$ cat config.mk
export PLATFORM = sky130hd
export DESIGN_NAME = fpga_cfg_master
export DESIGN_NICKNAME = d
export VERILOG_FILES = /design/src/rtl/cfgm_pkg.sv /design/src/rtl/cfgm_phase_gen.sv /design/src/rtl/cfgm_window_timer.sv /design/src/rtl/cfgm_byte_ctr.sv /design/src/rtl/fpga_cfg_master.sv
export SDC_FILE = /design/constraint.sdc
export NUM_CORES = 1
export LEC_CHECK = 0
export CORE_MARGIN = 3
export CORE_UTILIZATION = 56
export CTS_BUF_LIST = sky130_fd_sc_hd__clkbuf_4 sky130_fd_sc_hd__clkbuf_8 sky130_fd_sc_hd__clkbuf_16
export CTS_CLUSTER_DIAMETER = 50
export CTS_CLUSTER_SIZE = 8
export DETAILED_ROUTE_END_ITERATION = 8
export PLACE_DENSITY = 0.81
export SKIP_CTS_REPAIR_TIMING = 1
export SYNTH_ARGS = -nofsm -noshare
export SYNTH_HDL_FRONTEND = slang
export SYNTH_SLANG_ARGS = --single-unit
$ cat constraint.sdc
create_clock -name clk -period 3.1 [get_ports clk]
set_input_delay 0.465 -clock clk [delete_from_list [all_inputs] [get_ports clk]]
set_output_delay 0.465 -clock clk [all_outputs]
set_load 0.05 [all_outputs]
$ cat src/rtl/cfgm_pkg.sv
package cfgm_pkg;

  typedef enum logic [4:0] {
    S_IDLE,
    S_L_PROG, S_L_WAIT, S_L_WR, S_L_CS, S_L_CKH,
    S_L_FETCH, S_L_LO, S_L_HI, S_L_BLO, S_L_BHI,
    S_L_ECS, S_L_EWR, S_L_DCHK, S_L_DLO, S_L_DHI,
    S_R_CS, S_R_CKH, S_R_LO, S_R_HI, S_R_OUT,
    S_R_ECS, S_R_FLO, S_R_FHI
  } cfgm_state_e;

  // configuration clock is low only in the low phase states
  function automatic logic st_cclk(cfgm_state_e s);
    return !(s inside {S_L_LO, S_L_BLO, S_L_DLO, S_R_LO, S_R_FLO});
  endfunction

  function automatic logic st_wr(cfgm_state_e s);
    return s inside {S_L_WR, S_L_CS, S_L_CKH, S_L_FETCH, S_L_LO,
                     S_L_HI, S_L_BLO, S_L_BHI, S_L_ECS};
  endfunction

  function automatic logic st_cs(cfgm_state_e s);
    return s inside {S_L_CS, S_L_CKH, S_L_FETCH, S_L_LO, S_L_HI,
                     S_L_BLO, S_L_BHI,
                     S_R_CS, S_R_CKH, S_R_LO, S_R_HI, S_R_OUT};
  endfunction

  // states whose wait on the target is bounded by the window timer
  function automatic logic st_timed(cfgm_state_e s);
    return s inside {S_L_WAIT, S_L_BLO, S_L_BHI, S_L_DCHK, S_L_DLO, S_L_DHI};
  endfunction

endpackage

$ cat src/rtl/cfgm_phase_gen.sv
module cfgm_phase_gen #(
  parameter int PHASE = 4
) (
  input  logic clk,
  input  logic rst_n,
  input  logic restart,
  output logic tick
);
  localparam int PW = (PHASE > 1) ? $clog2(PHASE) : 1;
  localparam logic [PW-1:0] LAST = PW'(PHASE - 1);

  logic [PW-1:0] cnt_q;

  always_ff @(posedge clk or negedge rst_n) begin
    if (!rst_n)            cnt_q <= '0;
    else if (restart)      cnt_q <= '0;
    else if (cnt_q != LAST) cnt_q <= cnt_q + 1'b1;
  end

  assign tick = (cnt_q == LAST);
endmodule

$ cat src/rtl/cfgm_window_timer.sv
module cfgm_window_timer #(
  parameter int TIMEOUT = 1000000
) (
  input  logic clk,
  input  logic rst_n,
  input  logic clr,
  input  logic en,
  output logic expired
);
  localparam int CW = $clog2(TIMEOUT + 1);
  localparam logic [CW-1:0] LIMIT = CW'(TIMEOUT);

  logic [CW-1:0] cnt_q;

  always_ff @(posedge clk or negedge rst_n) begin
    if (!rst_n)                     cnt_q <= '0;
    else if (clr)                   cnt_q <= '0;
    else if (en && cnt_q != LIMIT)  cnt_q <= cnt_q + 1'b1;
  end

  assign expired = (cnt_q == LIMIT);
endmodule

$ cat src/rtl/cfgm_byte_ctr.sv
module cfgm_byte_ctr #(
  parameter int LEN_W = 16
) (
  input  logic             clk,
  input  logic             rst_n,
  input  logic             load,
  input  logic [LEN_W-1:0] total_in,
  input  logic             inc,
  output logic             all_done,
  output logic             at_last
);
  logic [LEN_W-1:0] total_q;
  logic [LEN_W-1:0] cnt_q;

  always_ff @(posedge clk or negedge rst_n) begin
    if (!rst_n) begin
      total_q <= '0;
      cnt_q   <= '0;
    end else if (load) begin
      total_q <= total_in;
      cnt_q   <= '0;
    end else if (inc) begin
      cnt_q   <= cnt_q + 1'b1;
    end
  end

  assign all_done = (cnt_q == total_q);
  assign at_last  = (total_q != '0) && (cnt_q == total_q - 1'b1);
endmodule

$ cat src/rtl/fpga_cfg_master.sv
module fpga_cfg_master
  import cfgm_pkg::*;
#(
  parameter int DW         = 8,
  parameter int LEN_W      = 16,
  parameter int PHASE      = 4,
  parameter int TIMEOUT    = 1000000,
  parameter bit CHECK_BUSY = 1'b1
) (
  input  logic             clk,
  input  logic             rst_n,
  input  logic             start_load,
  input  logic             start_read,
  input  logic [LEN_W-1:0] xfer_len,
  input  logic             ld_valid,
  input  logic [DW-1:0]    ld_data,
  output logic             ld_ready,
  output logic             rb_valid,
  output logic [DW-1:0]    rb_data,
  input  logic             rb_ready,
  output logic             tgt_prog,
  output logic             tgt_cs,
  output logic             tgt_wr,
  output logic             tgt_cclk,
  output logic [DW-1:0]    tgt_dout,
  output logic             tgt_doe,
  input  logic [DW-1:0]    tgt_din,
  input  logic             tgt_init,
  input  logic             tgt_busy,
  input  logic             tgt_done,
  output logic             active,
  output logic             op_end,
  output logic             op_ok
);

  cfgm_state_e state_q, state_d;
  logic tick, tmr_exp, all_done, at_last;
  logic tmr_clr, cnt_load, cnt_inc, dout_ld, rb_ld, fin, fin_ok;
  logic [DW-1:0] dout_q, rb_q;
  logic end_q, ok_q;
  logic tgt_ready, byte_next;

  assign tgt_ready = !(tgt_init && tgt_busy);

  cfgm_phase_gen #(.PHASE(PHASE)) u_phase (
    .clk(clk), .rst_n(rst_n), .restart(state_d != state_q), .tick(tick)
  );

  cfgm_window_timer #(.TIMEOUT(TIMEOUT)) u_tmr (
    .clk(clk), .rst_n(rst_n), .clr(tmr_clr), .en(st_timed(state_q)),
    .expired(tmr_exp)
  );

  cfgm_byte_ctr #(.LEN_W(LEN_W)) u_cnt (
    .clk(clk), .rst_n(rst_n), .load(cnt_load), .total_in(xfer_len),
    .inc(cnt_inc), .all_done(all_done), .at_last(at_last)
  );

  // BUSY sampled at the end of the high phase decides whether to repeat
  assign byte_next = !(CHECK_BUSY && tgt_busy);

  always_comb begin
    state_d  = state_q;
    tmr_clr  = 1'b0;
    cnt_load = 1'b0;
    cnt_inc  = 1'b0;
    dout_ld  = 1'b0;
    rb_ld    = 1'b0;
    fin      = 1'b0;
    fin_ok   = 1'b0;
    unique case (state_q)
      S_IDLE: begin
        if (start_load) begin
          cnt_load = 1'b1;
          state_d  = S_L_PROG;
        end else if (start_read) begin
          cnt_load = 1'b1;
          state_d  = S_R_CS;
        end
      end
      S_L_PROG: if (tick) begin
        state_d = S_L_WAIT;
        tmr_clr = 1'b1;
      end
      S_L_WAIT: begin
        if (tgt_ready)    state_d = S_L_WR;
        else if (tmr_exp) begin
          state_d = S_IDLE;
          fin     = 1'b1;
        end
      end
      S_L_WR:  if (tick) state_d = S_L_CS;
      S_L_CS:  if (tick) state_d = S_L_CKH;
      S_L_CKH: if (tick) state_d = all_done ? S_L_ECS : S_L_FETCH;
      S_L_FETCH: if (ld_valid) begin
        dout_ld = 1'b1;
        cnt_inc = 1'b1;
        state_d = S_L_LO;
      end
      S_L_LO: if (tick) state_d = S_L_HI;
      S_L_HI: if (tick) begin
        if (!byte_next) begin
          state_d = S_L_BLO;
          tmr_clr = 1'b1;
        end else begin
          state_d = all_done ? S_L_ECS : S_L_FETCH;
        end
      end
      S_L_BLO: if (tick) state_d = S_L_BHI;
      S_L_BHI: if (tick) begin
        if (!tgt_busy)    state_d = all_done ? S_L_ECS : S_L_FETCH;
        else if (tmr_exp) begin
          state_d = S_IDLE;
          fin     = 1'b1;
        end else          state_d = S_L_BLO;
      end
      S_L_ECS: if (tick) state_d = S_L_EWR;
      S_L_EWR: if (tick) begin
        state_d = S_L_DCHK;
        tmr_clr = 1'b1;
      end
      S_L_DCHK: begin
        if (tgt_done) begin
          state_d = S_IDLE;
          fin     = 1'b1;
          fin_ok  = 1'b1;
        end else if (tmr_exp) begin
          state_d = S_IDLE;
          fin     = 1'b1;
        end else begin
          state_d = S_L_DLO;
        end
      end
      S_L_DLO: if (tick) state_d = S_L_DHI;
      S_L_DHI: if (tick) state_d = S_L_DCHK;
      S_R_CS:  if (tick) state_d = S_R_CKH;
      S_R_CKH: if (tick) state_d = all_done ? S_R_ECS : S_R_LO;
      S_R_LO:  if (tick) state_d = S_R_HI;
      S_R_HI:  if (tick) begin
        rb_ld   = 1'b1;
        state_d = S_R_OUT;
      end
      S_R_OUT: if (rb_ready) begin
        cnt_inc = 1'b1;
        state_d = at_last ? S_R_ECS : S_R_LO;
      end
      S_R_ECS: if (tick) state_d = S_R_FLO;
      S_R_FLO: if (tick) state_d = S_R_FHI;
      S_R_FHI: if (tick) begin
        state_d = S_IDLE;
        fin     = 1'b1;
        fin_ok  = 1'b1;
      end
      default: state_d = S_IDLE;
    endcase
  end

  always_ff @(posedge clk or negedge rst_n) begin
    if (!rst_n) begin
      state_q <= S_IDLE;
      dout_q  <= '0;
      rb_q    <= '0;
      end_q   <= 1'b0;
      ok_q    <= 1'b0;
    end else begin
      state_q <= state_d;
      end_q   <= fin;
      if (fin)     ok_q   <= fin_ok;
      if (dout_ld) dout_q <= ld_data;
      if (rb_ld)   rb_q   <= tgt_din;
    end
  end

  assign tgt_prog = (state_q == S_L_PROG);
  assign tgt_wr   = st_wr(state_q);
  assign tgt_cs   = st_cs(state_q);
  assign tgt_cclk = st_cclk(state_q);
  assign tgt_doe  = st_wr(state_q);
  assign tgt_dout = dout_q;
  assign ld_ready = (state_q == S_L_FETCH);
  assign rb_valid = (state_q == S_R_OUT);
  assign rb_data  = rb_q;
  assign active   = (state_q != S_IDLE);
  assign op_end   = end_q;
  assign op_ok    = ok_q;

endmodule

After elaboration in Yosys (flattened, before gate mapping). Cells that the tools add are included.

Input bits: 41. Bits in registers: 77. Output and inout bits: 26. Logic and storage cells: 118.

Muxes and demuxes: 59. Add/sub/neg operators: 4. Equality and inequality tests: 30. Reductions and logical operators: 16.

Operator list (number): $mux W5 (24); $pmux W5 S23 (1); $eq A5 B4 Y1 const B (8); $eq A5 B5 Y1 const B (8); $mux W20 (2); $eq A16 B16 Y1 (2); $mux W16 (2); $mux W4 (6); $add A20 B1 Y20 const B (1); $eq A20 B20 Y1 const B (1); $eq A5 B3 Y1 const B (4); $ne A20 B20 Y1 const B (1); $add A16 B1 Y16 const B (1); $mux W1 (16); $reduce_bool A16 Y1 (1); $sub A16 B1 Y16 const B (1); $reduce_bool A12 Y1 (1); $eq A5 B2 Y1 const B (2); $reduce_bool A5 Y1 (2); $reduce_bool A9 Y1 (1); $mux W3 (2); $pmux W1 S2 (3); $reduce_bool A2 Y1 (3); $reduce_bool A6 Y1 (1); other kinds (11) (15).

Longest topological paths before layout.
Depth in word-level cells: 8. Gate-level depth with buffers: 10. Depth with buffers taken out: 10.

Hierarchy. From an unflattened synthesis, not the netlist that was laid out.

Cells, all modules: 547. Area, all modules: 5049.8 sq um.

Modules (own cells, without submodules): cfgm_byte_ctr (area an instance 2005.7 sq um, instances 1, seq. area each 800.8 sq um, cells each 209); fpga_cfg_master (area an instance 1704.1 sq um, instances 1, seq. area each 575.6 sq um, cells each 193); cfgm_window_timer (area an instance 1251.2 sq um, instances 1, seq. area each 500.5 sq um, cells each 138); cfgm_phase_gen (area an instance 88.8 sq um, instances 1, seq. area each 50.0 sq um, cells each 7).

Worst setup path before layout. Ideal clock, no wire load.

Path kind: reg-to-output. Start: register state_q[2]. End: output port tgt_wr. Stages on the path, launching flop included: 7. Path slack: 0.418 ns. Required time: 2.635 ns. Buffers on the path: 4. Data arrival time: 2.217 ns. Cells stage by stage: dfrtp_1 -> buf_2 -> buf_1 -> buf_2 -> a21o_1 -> a21oi_1 -> buf_4.

Longest elaborated chain between the ends: 2. Elaborated cells on any way between the ends: 10. Those cells by class: eq/ne (9); reduce/logical (1).

RTL lines: from (decl) (line fpga_cfg_master.sv:36) `cfgm_state_e state_q, state_d;`; from (signal assigned) (line fpga_cfg_master.sv:166) `state_q <= state_d;`; $eq A5 B2 Y1, or another cell as far along; $reduce_bool A9 Y1 *; to (decl) (line fpga_cfg_master.sv:23) `output logic tgt_wr,`.

Mark *: on every way between the ends. The rest lies on a longest branch, timed or not.

Worst setup path after layout.
Start: register state_q[1]. End: output port active.

Longest elaborated chain between the ends: 1.

RTL lines: $reduce_bool A5 Y1 (line fpga_cfg_master.sv:183) `assign active = (state_q != S_IDLE);`; to (decl) (line fpga_cfg_master.sv:31) `output logic active,`.

No other way between the ends.

==> qor.yml <==
setup_path:
  cp_top_family: "buffers and inverters"
  cp_slowest_stage_delay_ps: 810
  cp-start-kind: "flop"
  path_cells: "buf_4, nor2_1, and3b_1, inv_1, clkdlybuf4s50_1"
  r2r_cells: 9
  slowest_stage: "clkdlybuf4s50_1"
  cp.arrival_ps: 2520
  r2r_end: "state_q[1]"
  r2r_setup_slack_ps: 270
  critPathRequiredTime_ps: 2630
  crit_fanout: 20
  criticalPathCategory: "reg -> out"
  r2r-start: "u_cnt.total_q[0]"
  end_kind: "output pin"
  cp_num_buf_inv: 3
cts:
  cts_tree: "built"
  cts.htree.levels: 3
  worstSkewPairLatency_ps: 350
  root_buffer: "clkbuf_8"
  cts_buffer_depth: 2
  clk_pin_slew_worst_paths_ps: 90
  numCtsBuffers: 9
  clock-sinks: 77
placed_design:
  dp_hpwl_um: 8720
  port_buffers: 66
  gp_congestion: 0.981
  dp.cells: 688
  place_area_um2: 5660
cells_and_area:
  nets: 640
  fill_cells: 632
  diodes: 0
  drive_gt1_share_pct: 14.0
  area_growth_pct: 20.8
  final-instance-count-excl-fill: 704
  design_area_um2: 5850
logic_synthesis:
  synth_area_leaders: "dfrtp_1 (40%), mux2_2 (7.2%), xor2_1 (5.8%), nor2_1 (4.7%), xnor2_1 (3.8%)"
  yosysTopAreaCell: "dfrtp_1"
  ys.flop_type: "dfrtp_1"
  synth-async-reset-ratio_pct: 100
  synthTopCellsByCount: "dfrtp_1 (77), nor2_1 (61), nand2_1 (44), xor2_1 (32), mux2_2 (31)"
  yosysWarningCount: 0
  syn-num-nets: 572
  synth_top_family_by_area: "simple AND/OR/NAND/NOR gates"
  synth-simple-area-share_pct: 24.5
  synth_xor_area_share_pct: 9.59
  synthesis.area_um2: 4840
  synth.top_cell.area_share_pct: 39.8
  synthMuxAreaShare_pct: 8.04
  synthDistinctLibCells: 71
  synth_cells: 526
  synth_fa_ha_area_share_pct: 1.29
  synth_enable_flop_cells: 0
  syn_area_per_cell_um2: 9.21
  ys_seq_elements: 77
  ys_seq_area_share_pct: 39.8
  yosys.cell_count.top_type: "dfrtp_1"
  synth_compound_area_share_pct: 13.3
power:
  peakVddDrop_mv: 0.449
  p_leak_uw: 0.00235
  power_density_nw_per_um2: 776
  total_power_uw: 4540
die:
  die_x_um: 99.0
  io_pins: 67
  core_area_um2: 8300
  die_area_um2: 9800
  die_h_um: 99.0
  rows: 33
  initial_utilization_pct: 58.3
status:
  status: "complete, no violations"
global_route:
  grt_overflow_total: 0
  antenna_found_initial: 0
  grt_usage_pct: 25.3
  grt_pass1_wl_um: 20300
  grt_pass1_vias: 4221
  grt_start_max_net_pins: 78
sta:
  finalHoldViolations: 0
  fin_skew_ps: 13.4
  rsz0062_at_grt: "no"
  tightest_slew_ps: 963
  drv_slew: 0
  finalSetupViolations: 0
  fmax_ghz: 0.335
  fin_crit_ps: 2980
  relSlewSlack_pct: 35.8
  fin_crit_sh_pct: 96.2
  fin_tns_setup_ps: 0
drt:
  drc: 0
  drtAntennaViolNets: 0
  drtIter0Drc: 267
  wl_um: 11900
  dr.pass1.iters: 4
  routedWlPerCell_um: 16.9
  vias: 4260
  viasPerCell: 6.05
hold_path:
  hold_path_class: "in -> async"
flow_run:
  max_cap_violations: 0
-- kinds of logic (layout without fill, tap and decap cells) --
| kind of cell | Yosys count | after routing |
|---|---|---|
| adder cells (fa/ha/maj) | 5 | 5 |
| buffers and inverters | 42 | 115 |
| multiplexers | 35 | 35 |
| AND/OR/NAND/NOR | 221 | 221 |
| AO/OA/AOI/OAI | 93 | 93 |
| flip-flops | 77 | 77 |
| XOR/XNOR | 53 | 53 |
-- placed cells by master (no fill, tap or decap), types with 4 or more instances in the layout --
cell             synthesis  layout
nor3_1                  12      11
nand2b_1                11      11
ha_1                     5       5
a21oi_1                 21      21
clkdlybuf4s50_1          0      64
xnor2_1                 21      21
nand3_1                 19      19
mux2i_1                  4       4
inv_1                   14      14
xor2_1                  32      32
nand2_1                 44      44
and3_1                   7       7
mux2_2                  31      31
clkbuf_8                 0       9
nor3b_1                  5       5
nand4_1                 13      13
or3_1                    7       7
buf_4                    1      20
nand3b_1                 5       5
o21ai_0                 23      23
nor2_1                  61      60
dfrtp_1                 77      76
nor2b_1                  9       9
o211ai_1                 4       4
-- per-layer routing --
| layer | global-route usage [%] | vias up | wire (um) |
|---|---|---|---|
| met3 | 4.46 | 30 | 784 |
| met2 | 41.5 | 175 | 5830 |
| met1 | 33.1 | 2039 | 4970 |
| met4 | 10.4 | 0 | 322 |
| met5 | 0 | - | 0 |
| li1 | - | 2016 | - |
-- worst max path at each step --
stage,depth (start not counted),to,from
after floorplan,6,tgt_wr,state_q[2]
after global placement,9,state_q[1],u_cnt.total_q[1]
after detailed placement,9,state_q[1],u_cnt.total_q[1]
after CTS,3,tgt_prog,state_q[0]
after global routing,10,state_q[2],u_cnt.total_q[1]
final,5,active,state_q[1]
-- metrics by stage --
stage / utilization [%] / worst slack, ps / hold slack [ps]
finish: 70.5 / 116 / 224
global route: 70.5 / 11.1 / 324
CTS: 70.5 / 76.9 / 285
detailed placement: 68.2 / 350 / 496
global placement: 68.2 / 283 / 487
floorplan: - / 418 / 169
-- final cells by class --
| cell class | instances | area (um^2) | area share (%) |
|---|---|---|---|
| multi-input combinational | 407 | 2750 | 47.0 |
| timing repair buffer | 84 | 791 | 13.5 |
| clock buffer | 9 | 124 | 2.12 |
| sequential | 77 | 1930 | 33.0 |
| clock inverter | 7 | 66.3 | 1.13 |
| tap | 105 | 131 | 2.25 |
| inverter | 15 | 56.3 | 0.963 |
-- state kept, by name (all words and copies together), names as in the netlist --
register       count
op_end             1
op_ok              1
rb_data            8
state_q            5
tgt_dout           8
u_cnt.cnt_q       16
u_cnt.total_q     16
u_phase.cnt_q      2
u_tmr.cnt_q       20
-- report_power, final --
| part | switching, uW | total [uW] | internal, uW | leakage, uW |
|---|---|---|---|---|
| registers | 460 | 1780 | 1320 | 0.000961 |
| logic | 1140 | 2030 | 892 | 0.00130 |
| clock network | 422 | 729 | 307 | 0.0000896 |
(Power assumes the default switching activity.)
